$ cat config.mk
export PLATFORM = sky130hd
export DESIGN_NAME = range_tlb
export DESIGN_NICKNAME = d
export VERILOG_FILES = /design/src/rtl/range_tlb_pkg.sv /design/src/rtl/range_tlb_ctl.sv /design/src/rtl/range_tlb_dp.sv /design/src/rtl/range_tlb.sv
export SDC_FILE = /design/constraint.sdc
export NUM_CORES = 2
export LEC_CHECK = 0
export ABC_CLOCK_PERIOD_IN_PS = 23900
export BUFFER_PORTS_ARGS = -buffer_cell sky130_fd_sc_hd__buf_2
export CAP_MARGIN = 20
export CELL_PAD_IN_SITES_DETAIL_PLACEMENT = 0
export CELL_PAD_IN_SITES_GLOBAL_PLACEMENT = 1
export CORE_UTILIZATION = 30
export CTS_BUF_LIST = sky130_fd_sc_hd__clkbuf_8
export DETAILED_ROUTE_END_ITERATION = 10
export PLACE_DENSITY_LB_ADDON = 0.2
export SLEW_MARGIN = 10
export SYNTH_ARGS = -nofsm -noshare
export SYNTH_HDL_FRONTEND = slang
export SYNTH_HIERARCHICAL = 1
export SYNTH_SLANG_ARGS = --single-unit
$ cat constraint.sdc
create_clock -name clk -period 23.9 [get_ports clk]
set_input_delay 4.78 -clock clk [delete_from_list [all_inputs] [get_ports clk]]
set_output_delay 4.78 -clock clk [all_outputs]
set_load 0.1 [all_outputs]
$ cat src/rtl/range_tlb_pkg.sv
package range_tlb_pkg;
  // Strobes from control to datapath for one cycle
  typedef struct packed {
    logic wrEn;    // write the entry at wrIdx
    logic clrAll;  // clear every valid bit
    logic lookEn;  // a probe is being looked up
  } ctlStrobe_t;
endpackage

$ cat src/rtl/range_tlb_ctl.sv
module range_tlb_ctl
  import range_tlb_pkg::*;
#(
  parameter int VPN_W   = 20,
  parameter int ENTRIES = 32,
  localparam int IDX_W  = (ENTRIES > 1) ? $clog2(ENTRIES) : 1
) (
  input  logic             clk,
  input  logic             rstN,
  input  logic             probeValid,
  input  logic             fillValid,
  input  logic [VPN_W-1:0] fillBase,
  input  logic [VPN_W-1:0] fillLimit,
  input  logic             invAll,
  output ctlStrobe_t       strobes,
  output logic [IDX_W-1:0] wrIdx
);
  logic [IDX_W-1:0] rrPtr;
  logic             fillOk;

  // empty or inverted ranges are dropped; invalidate wins over a fill
  assign fillOk = fillValid && (fillLimit > fillBase) && !invAll;

  always_comb begin
    strobes.wrEn   = fillOk;
    strobes.clrAll = invAll;
    strobes.lookEn = probeValid;
    wrIdx          = rrPtr;
  end

  always_ff @(posedge clk) begin
    if (!rstN || invAll) begin
      rrPtr <= '0;
    end else if (fillOk) begin
      if (rrPtr == IDX_W'(ENTRIES - 1)) rrPtr <= '0;
      else                              rrPtr <= rrPtr + 1'b1;
    end
  end
endmodule

$ cat src/rtl/range_tlb_dp.sv
module range_tlb_dp
  import range_tlb_pkg::*;
#(
  parameter int VPN_W   = 20,
  parameter int PPN_W   = 20,
  parameter int PROT_W  = 3,
  parameter int ENTRIES = 32,
  localparam int IDX_W  = (ENTRIES > 1) ? $clog2(ENTRIES) : 1,
  localparam int EXT_W  = (VPN_W > PPN_W) ? VPN_W : PPN_W
) (
  input  logic              clk,
  input  logic              rstN,
  input  ctlStrobe_t        strobes,
  input  logic [IDX_W-1:0]  wrIdx,
  input  logic [VPN_W-1:0]  probeVpn,
  input  logic              l2HitIn,
  input  logic [VPN_W-1:0]  fillBase,
  input  logic [VPN_W-1:0]  fillLimit,
  input  logic [PPN_W-1:0]  fillOffset,
  input  logic [PROT_W-1:0] fillProt,
  output logic              respValid,
  output logic              respHit,
  output logic              refillStb,
  output logic [VPN_W-1:0]  refillVpn,
  output logic [PPN_W-1:0]  refillPpn,
  output logic [PROT_W-1:0] refillProt,
  output logic              walkReq,
  output logic              multiHit
);
  logic [VPN_W-1:0]  baseQ  [ENTRIES];
  logic [VPN_W-1:0]  limitQ [ENTRIES];
  logic [PPN_W-1:0]  offQ   [ENTRIES];
  logic [PROT_W-1:0] protQ  [ENTRIES];
  logic [ENTRIES-1:0] validQ;
  logic [ENTRIES-1:0] matchVec;

  // bound comparators, one pair per entry
  for (genvar e = 0; e < ENTRIES; e++) begin : g_cmp
    assign matchVec[e] = validQ[e] && (probeVpn >= baseQ[e]) && (probeVpn < limitQ[e]);
  end

  // lowest index wins
  logic [PPN_W-1:0]  selOff;
  logic [PROT_W-1:0] selProt;
  logic              anyHit;
  always_comb begin
    selOff  = '0;
    selProt = '0;
    anyHit  = 1'b0;
    for (int e = 0; e < ENTRIES; e++) begin
      if (matchVec[e] && !anyHit) begin
        anyHit  = 1'b1;
        selOff  = offQ[e];
        selProt = protQ[e];
      end
    end
  end

  logic [EXT_W-1:0] vpnExt;
  logic [PPN_W-1:0] genPpn;
  logic             manyHit;
  assign vpnExt  = EXT_W'(probeVpn);
  assign genPpn  = vpnExt[PPN_W-1:0] + selOff;
  assign manyHit = $countones(matchVec) > 1;

  // entry storage
  always_ff @(posedge clk) begin
    if (!rstN || strobes.clrAll) begin
      validQ <= '0;
    end else if (strobes.wrEn) begin
      validQ[wrIdx] <= 1'b1;
    end
    if (strobes.wrEn) begin
      baseQ[wrIdx]  <= fillBase;
      limitQ[wrIdx] <= fillLimit;
      offQ[wrIdx]   <= fillOffset;
      protQ[wrIdx]  <= fillProt;
    end
  end

  // response register
  always_ff @(posedge clk) begin
    if (!rstN) begin
      respValid  <= 1'b0;
      respHit    <= 1'b0;
      multiHit   <= 1'b0;
      refillVpn  <= '0;
      refillPpn  <= '0;
      refillProt <= '0;
    end else begin
      respValid  <= strobes.lookEn;
      respHit    <= strobes.lookEn && anyHit;
      multiHit   <= strobes.lookEn && manyHit;
      if (strobes.lookEn && anyHit) begin
        refillVpn  <= probeVpn;
        refillPpn  <= genPpn;
        refillProt <= selProt;
      end
    end
  end

  assign refillStb = respValid && respHit;
  assign walkReq   = respValid && !respHit && !l2HitIn;
endmodule

$ cat src/rtl/range_tlb.sv
module range_tlb
  import range_tlb_pkg::*;
#(
  parameter int VPN_W   = 20,
  parameter int PPN_W   = 20,
  parameter int PROT_W  = 3,
  parameter int ENTRIES = 32
) (
  input  logic              clk,
  input  logic              rstN,
  input  logic              probeValid,
  input  logic [VPN_W-1:0]  probeVpn,
  input  logic              l2HitIn,
  input  logic              fillValid,
  input  logic [VPN_W-1:0]  fillBase,
  input  logic [VPN_W-1:0]  fillLimit,
  input  logic [PPN_W-1:0]  fillOffset,
  input  logic [PROT_W-1:0] fillProt,
  input  logic              invAll,
  output logic              respValid,
  output logic              respHit,
  output logic              refillStb,
  output logic [VPN_W-1:0]  refillVpn,
  output logic [PPN_W-1:0]  refillPpn,
  output logic [PROT_W-1:0] refillProt,
  output logic              walkReq,
  output logic              multiHit
);
  localparam int IDX_W = (ENTRIES > 1) ? $clog2(ENTRIES) : 1;

  ctlStrobe_t       strobes;
  logic [IDX_W-1:0] wrIdx;

  range_tlb_ctl #(.VPN_W(VPN_W), .ENTRIES(ENTRIES)) ctl_i (
    .clk(clk), .rstN(rstN), .probeValid(probeValid), .fillValid(fillValid),
    .fillBase(fillBase), .fillLimit(fillLimit), .invAll(invAll),
    .strobes(strobes), .wrIdx(wrIdx)
  );

  range_tlb_dp #(.VPN_W(VPN_W), .PPN_W(PPN_W), .PROT_W(PROT_W), .ENTRIES(ENTRIES)) dp_i (
    .clk(clk), .rstN(rstN), .strobes(strobes), .wrIdx(wrIdx),
    .probeVpn(probeVpn), .l2HitIn(l2HitIn), .fillBase(fillBase),
    .fillLimit(fillLimit), .fillOffset(fillOffset), .fillProt(fillProt),
    .respValid(respValid), .respHit(respHit), .refillStb(refillStb),
    .refillVpn(refillVpn), .refillPpn(refillPpn), .refillProt(refillProt),
    .walkReq(walkReq), .multiHit(multiHit)
  );
endmodule

Word level (Yosys, flattened, before mapping)
Memory sizes are Yosys's and may differ from the RTL's.
Cells that the tools add are included.
{"block": "op_classes", "mux": 101, "bitwise": 1, "n_addsub": 33, "n_reduce_logical": 139, "n_lt_le_gt_ge": 68, "eq_ne": 1}
{"op": ">= comparator 20 bit", "count": 32}
{"op": "< comparator 20 bit", "count": 32}
{"op": "2-to-1 mux 20 bit", "count": 32}
{"op": "adder 32 bit", "count": 15}
{"op": "logical AND 1 bit", "count": 103}
{"op": "2-to-1 mux 3 bit", "count": 32}
{"op": "logical NOT 1 bit", "count": 35}
{"op": "2-to-1 mux 1 bit", "count": 35}
{"op": "adder 1 x 1 -> 2 bit", "count": 16}
{"op": "greater-than comparator 32 x 2 -> 1 bit (second input constant)", "count": 1}
{"op": "OR 32 bit", "count": 1}
{"op": "adder 20 bit", "count": 1}
{"op": "greater-than comparator 20 bit", "count": 1}
{"op": "< comparator 5 x 6 -> 1 bit (second input constant)", "count": 1}
{"op": "adder 5 x 1 -> 5 bit (second input constant)", "count": 1}
{"op": "demux 1 bit (select 5 bit)", "count": 1}
{"op": "== test 5 bit (second input constant)", "count": 1}
{"op": ">= comparator 5 x 1 -> 1 bit (second input constant)", "count": 1}
{"op": "2-to-1 mux 5 bit", "count": 1}
{"op": "logical OR 1 bit", "count": 1}
{"block": "word_totals", "n_memories": 4, "reg_bits": 83, "inputBits": 89, "out_inout_bits": 48, "ram_bits": 2016}
{"name": "dp_i.baseQ", "words": 32, "word_bits": 20, "rd": 32, "rd_clocked_by_memory_dff": 0, "write_ports": 1, "line_no": "range_tlb_dp.sv:30", "text": "logic [VPN_W-1:0] baseQ [ENTRIES];"}
{"name": "dp_i.limitQ", "words": 32, "word_bits": 20, "rd": 32, "rd_clocked_by_memory_dff": 0, "write_ports": 1, "line_no": "range_tlb_dp.sv:31", "text": "logic [VPN_W-1:0] limitQ [ENTRIES];"}
{"name": "dp_i.offQ", "words": 32, "word_bits": 20, "rd": 32, "rd_clocked_by_memory_dff": 0, "write_ports": 1, "line_no": "range_tlb_dp.sv:32", "text": "logic [PPN_W-1:0] offQ [ENTRIES];"}
{"name": "dp_i.protQ", "words": 32, "word_bits": 3, "rd": 32, "rd_clocked_by_memory_dff": 0, "write_ports": 1, "line_no": "range_tlb_dp.sv:33", "text": "logic [PROT_W-1:0] protQ [ENTRIES];"}

Longest topological paths before layout
An unclocked memory read counts as a cell.
{"block": "logic_depth", "ltp_word": 99, "depth_mapped": 50}

Cells and area by module
The synthesis kept the hierarchy.
{"mod": "range_tlb_dp", "cells_per_inst": 7832, "area_each_um2": 102390.7, "seq_area_each_um2": 62099.6, "instances": 1}
{"mod": "range_tlb_ctl", "cells_per_inst": 105, "area_each_um2": 820.8, "seq_area_each_um2": 100.1, "instances": 1}

Least setup slack after synthesis
No wires, ideal clock.
{"block": "synth_timing", "kind": "input port to flip-flop", "startpoint": "input port probeVpn[0]", "endpoint": "register dp_i.refillPpn[19]", "setup_slack_ns": 10.372, "arrival_ns": 13.470, "n_path_buf": 5, "setup_time_ns": 0.058, "stages": 47, "required_ns": 23.842, "cell_sequence": "buf_2 clkbuf_1 inv_1 ha_1 nand2b_1 a21o_1 a21o_1 a21o_1 a21o_1 a21o_1 a21o_1 a21oi_1 o21ai_0 a21o_1 a21oi_1 nor3_1 o22ai_1 a311o_1 (+11 left out) a21oi_1 o211a_1 nor4_1 ha_1 a21o_1 a211oi_1 o21ai_0 o211a_1 a41o_1 nor4_1 o31ai_1 o41ai_1 o21bai_1 a21oi_1 xnor2_1 or3_1 mux2i_1 o21a_1"}
{"block": "synth_between", "elab_chain_len": 98, "elab_cells_between_ends": 256, "classes_between": "1 x add/sub; 64 x order compare; 64 x mux; 127 x reduce/logical"}
{"element": "start, declared", "line_no": "range_tlb.sv:12", "text": "input logic [VPN_W-1:0] probeVpn,"}
{"element": ">= comparator 20 bit", "line_no": "range_tlb_dp.sv:39", "text": "assign matchVec[e] = validQ[e] && (probeVpn >= baseQ[e]) && (probeVpn < limitQ[e]);"}
{"element": "logical AND 1 bit (2 in a row)", "line_no": "range_tlb_dp.sv:39"}
{"element": "2-to-1 mux 1 bit", "line_no": "range_tlb_dp.sv:51", "text": "if (matchVec[e] && !anyHit) begin"}
{"element": "logical NOT 1 bit", "line_no": "range_tlb_dp.sv:51"}
{"element": "logical AND 1 bit", "line_no": "range_tlb_dp.sv:51"}
{"element": "2-to-1 mux 1 bit", "line_no": "range_tlb_dp.sv:51"}
{"element": "logical NOT 1 bit", "line_no": "range_tlb_dp.sv:51"}
{"element": "logical AND 1 bit", "line_no": "range_tlb_dp.sv:51"}
{"element": "(+81 left out)"}
{"element": "2-to-1 mux 1 bit", "line_no": "range_tlb_dp.sv:51"}
{"element": "logical NOT 1 bit", "line_no": "range_tlb_dp.sv:51"}
{"element": "logical AND 1 bit", "line_no": "range_tlb_dp.sv:51"}
{"element": "2-to-1 mux 1 bit", "line_no": "range_tlb_dp.sv:51"}
{"element": "logical NOT 1 bit", "line_no": "range_tlb_dp.sv:51"}
{"element": "logical AND 1 bit", "line_no": "range_tlb_dp.sv:51"}
{"element": "2-to-1 mux 20 bit / 2-to-1 mux 1 bit (equally long branches)", "line_no": "range_tlb_dp.sv:51"}
{"element": "adder 20 bit / logical AND 1 bit (equally long branches)", "line_no": "range_tlb_dp.sv:63, range_tlb_dp.sv:94"}
{"element": "end signal, assigned", "line_no": "range_tlb_dp.sv:96", "text": "refillPpn <= genPpn;"}
{"element": "end, declared", "line_no": "range_tlb_dp.sv:25", "text": "output logic [PPN_W-1:0] refillPpn,"}
Several ways; a longest one is shown, not always the timed one.
A chain may end at the register's enable or synchronous reset.

Final worst setup path
Ends and elaborated chain as after synthesis.

==> flow_summary.yaml <==
floorplanning:
  die_w_um: 589
  ioPinCount: 137
  core_um2: 343000
  floorplan.die.height_um: 589
  fp-row-count: 215
  initial_utilization: 0.301
  die_area_um2: 346000
placement:
  dp_slack_ps: 8040
  dp_hpwl_um: 218000
  routabilityCongestion: 0.824
  portBuffers: 136
  place_area_um2: 111000
route:
  routedWlPerCell_um: 26.0
  vias_per_cell: 4.98
  drt-total-wl_um: 349000
  drc_errors: 0
  postRouteAntennaNets: 0
  vias: 66900
  drt_iter0_drc: 5160
  dr.pass1.iters: 5
clock_tree:
  ctsHtreeMaxLevel: 5
  clock-root-buffer: "clkbuf_8"
  cts_tree: "built"
  cts_max_path_buffers: 4
  clkTransAtPathRegs_ps: 60
  cts_sinks: 2099
  clk_latency_ps: 1080
  cts_buffers: 389
  postCtsSetupRepairBufs: 0
  cts_repair_resize_count: 0
  cts-hold-fix-buffers: 0
setup_path:
  critPathLaunchType: "primary input"
  slowest_stage: "or3_1"
  rr_worst_depth: 41
  crit_required_ps: 24910
  r2r_end: "dp_i/refillPpn[19]$_SDFFE_PN0P_"
  cpPeakStageDelay_ps: 860
  end_kind: "flip-flop"
  cpMostUsedCell: "a21o_1"
  cp.arrival_ps: 15810
  critical_path.max_fanout: 28
  path_buf_inv: 5
  r2r_slack_ps: 13130
  crit_type: "primary input to flip-flop"
  worstReg2RegStart: "dp_i/baseQ[1][0]$_DFFE_PP_"
  crit_family: "compound AO/OA/AOI/OAI gates"
logic_synthesis:
  syn_area_per_cell_um2: 13.0
  ys_warn_count: 6
  synthesis.nets: 9350
  postSynth.asyncResetShare: 0
  syn_area_um2: 103000
  yosysSeqAreaShare: 0.603
  synth.distinct_cells: 99
  synth-edff-count: 2016
  ys_seq_elements: 2099
  yosys_most_used_dff: "edfxtp_1"
  synth_cells: 7937
sta:
  slew_violations: 0
  tns_ps: 0
  fin_ws_ps: 9090
  period_share: 0.620
  rsz0062_at_grt: "false"
  finalHoldViolCount: 0
  layout_min_cycle_time_ps: 14810
  setup_viol: 0
  tightest_slew_ps: 1100
  finalClockSkew_ps: 87.4
  max_slew_margin: 0.262
  max_clock_freq_ghz: 0.0675
run_status:
  status: "complete, no violations"
final_layout:
  mostFrequentLayoutCell: "edfxtp_1"
  layout-drive-gt1-share: 0.103
  nNetsFinal: 9952
  area_growth_pct: 14.4
  fin_area_um2: 118000
  fin_util: 0.345
  layout_common_cells: "edfxtp_1, inv_1, ha_1, clkbuf_8, a21oi_1"
  nFillCells: 33800
pwr:
  p_per_area_nw_per_um2: 65.6
  leakagePower_nw: 48.6
  ir_worst_vdd_mv: 0.0381
  totalPowerFinal_mw: 7.74
grt:
  grt_pass1_wl_um: 493000
  grt_max_degree: 65
  grt_usage: 0.198
  gr-total-overflow: 0
  antenna_found_initial: 41
  grt_pass1_vias: 67100
min_path:
  hold_depth: 1
  worstHoldEndpoint: "dp_i/validQ[28]$_SDFFE_PP0P_"
  min-delay-start: "dp_i/validQ[28]$_SDFFE_PP0P_"
  hold_class: "flip-flop to flip-flop"
flow_run:
  cap_violations: 0
==> logic make-up after synthesis <==
family                     after synthesis  share of synthesized area
DFF                                   2099                      0.603
AOI/OAI and AO/OA                     1667                      0.110
buffers and inverters                 1488                     0.0547
adders and majority gates             1324                      0.162
and+or+nand+nor                       1300                     0.0653
muxes                                   43                    0.00418
xor gates and xnor gates                16                    0.00136
==> per-stage QoR <==
step	std cells	hold slack (ps)
2_1_floorplan	7937	433
3_3_place_gp	12700	439
3_5_place_dp	12700	449
4_1_cts	13400	462
5_1_grt	13400	473
6_report	13400	458
==> worst register-to-register path, delay by kind of cell, from the launching register on <==
family | cells | cell delay, ps
AOI/OAI and AO/OA | 26 | 5810
xor gates and xnor gates | 1 | 130
adders and majority gates | 3 | 980
buffers and inverters | 2 | 450
DFF | 1 | 370
muxes | 1 | 140
and+or+nand+nor | 8 | 2870
==> Yosys cell counts (all sizes together) (38+ instances only) <==
cell type,instances,area share
nand3,139,0.0068
nor2b,94,0.0057
a21oi,394,0.019
buf,41,0.0021
ha,1299,0.16
nand2,256,0.0093
a221oi,38,0.0032
a211oi,115,0.0086
edfxtp,2016,0.59
nor3,80,0.0042
clkbuf,79,0.0029
nand2b,69,0.0042
nor4,54,0.0038
o21a,102,0.0074
nor2,327,0.012
mux2i,42,0.0041
o21ai,281,0.014
a2111oi,40,0.0035
o22ai,97,0.0059
inv,1368,0.050
a21o,161,0.012
nand4,86,0.0055
dfxtp,83,0.016
o211ai,60,0.0045
a31oi,39,0.0025
==> registers in the layout (all words and copies together) (netlist names) <==
signal,flops
ctl_i/wrIdx,5
dp_i/baseQ,640
dp_i/limitQ,640
dp_i/multiHit,1
dp_i/offQ,640
dp_i/protQ,96
dp_i/refillPpn,20
dp_i/refillProt,3
dp_i/refillVpn,20
dp_i/respHit,1
dp_i/respValid,1
dp_i/validQ,32
==> report_power, final <==
part	total [mW]	leakage, nW	internal (mW)	switching, mW
logic	0.475	25.6	0.127	0.348
registers	4.04	18.8	4.04	0.00119
clock network	3.23	4.20	1.60	1.64
==> worst max path at each step <==
stage	start	endpoint	slack (ps)	cells past startpoint
after floorplan	probeVpn[0]	dp_i/refillPpn[19]$_SDFFE_PN0P_	10370	47
after global placement	probeVpn[0]	dp_i/refillPpn[19]$_SDFFE_PN0P_	7770	44
after detailed placement	probeVpn[0]	dp_i/refillPpn[19]$_SDFFE_PN0P_	8040	44
after CTS	probeVpn[0]	dp_i/refillPpn[19]$_SDFFE_PN0P_	9160	44
after global routing	probeVpn[0]	dp_i/refillPpn[19]$_SDFFE_PN0P_	8220	44
final	probeVpn[0]	dp_i/refillPpn[19]$_SDFFE_PN0P_	9090	44
==> layer usage <==
| layer | vias to the layer above | global-route usage | share of wire |
|---|---|---|---|
| li1 | 30800 | - | - |
| met1 | 33900 | 0.263 | 0.45 |
| met2 | 1666 | 0.340 | 0.48 |
| met3 | 480 | 0.0272 | 0.046 |
| met4 | 18 | 0.0475 | 0.025 |
| met5 | - | 0 | 0.00036 |
==> area by class of cell <==
class,instances,area [um^2],area share
clock inverters,306,1580,0.0134
well taps,4557,5700,0.0483
flip-flops and latches,2099,62200,0.527
inverters,1368,5130,0.0435
multi-input cells,4350,35700,0.302
diodes,14,35.0,0.000297
clock buffers,398,5480,0.0464
repair buffers,331,2300,0.0195
No activity file was read; power rests on OpenSTA's default activity.
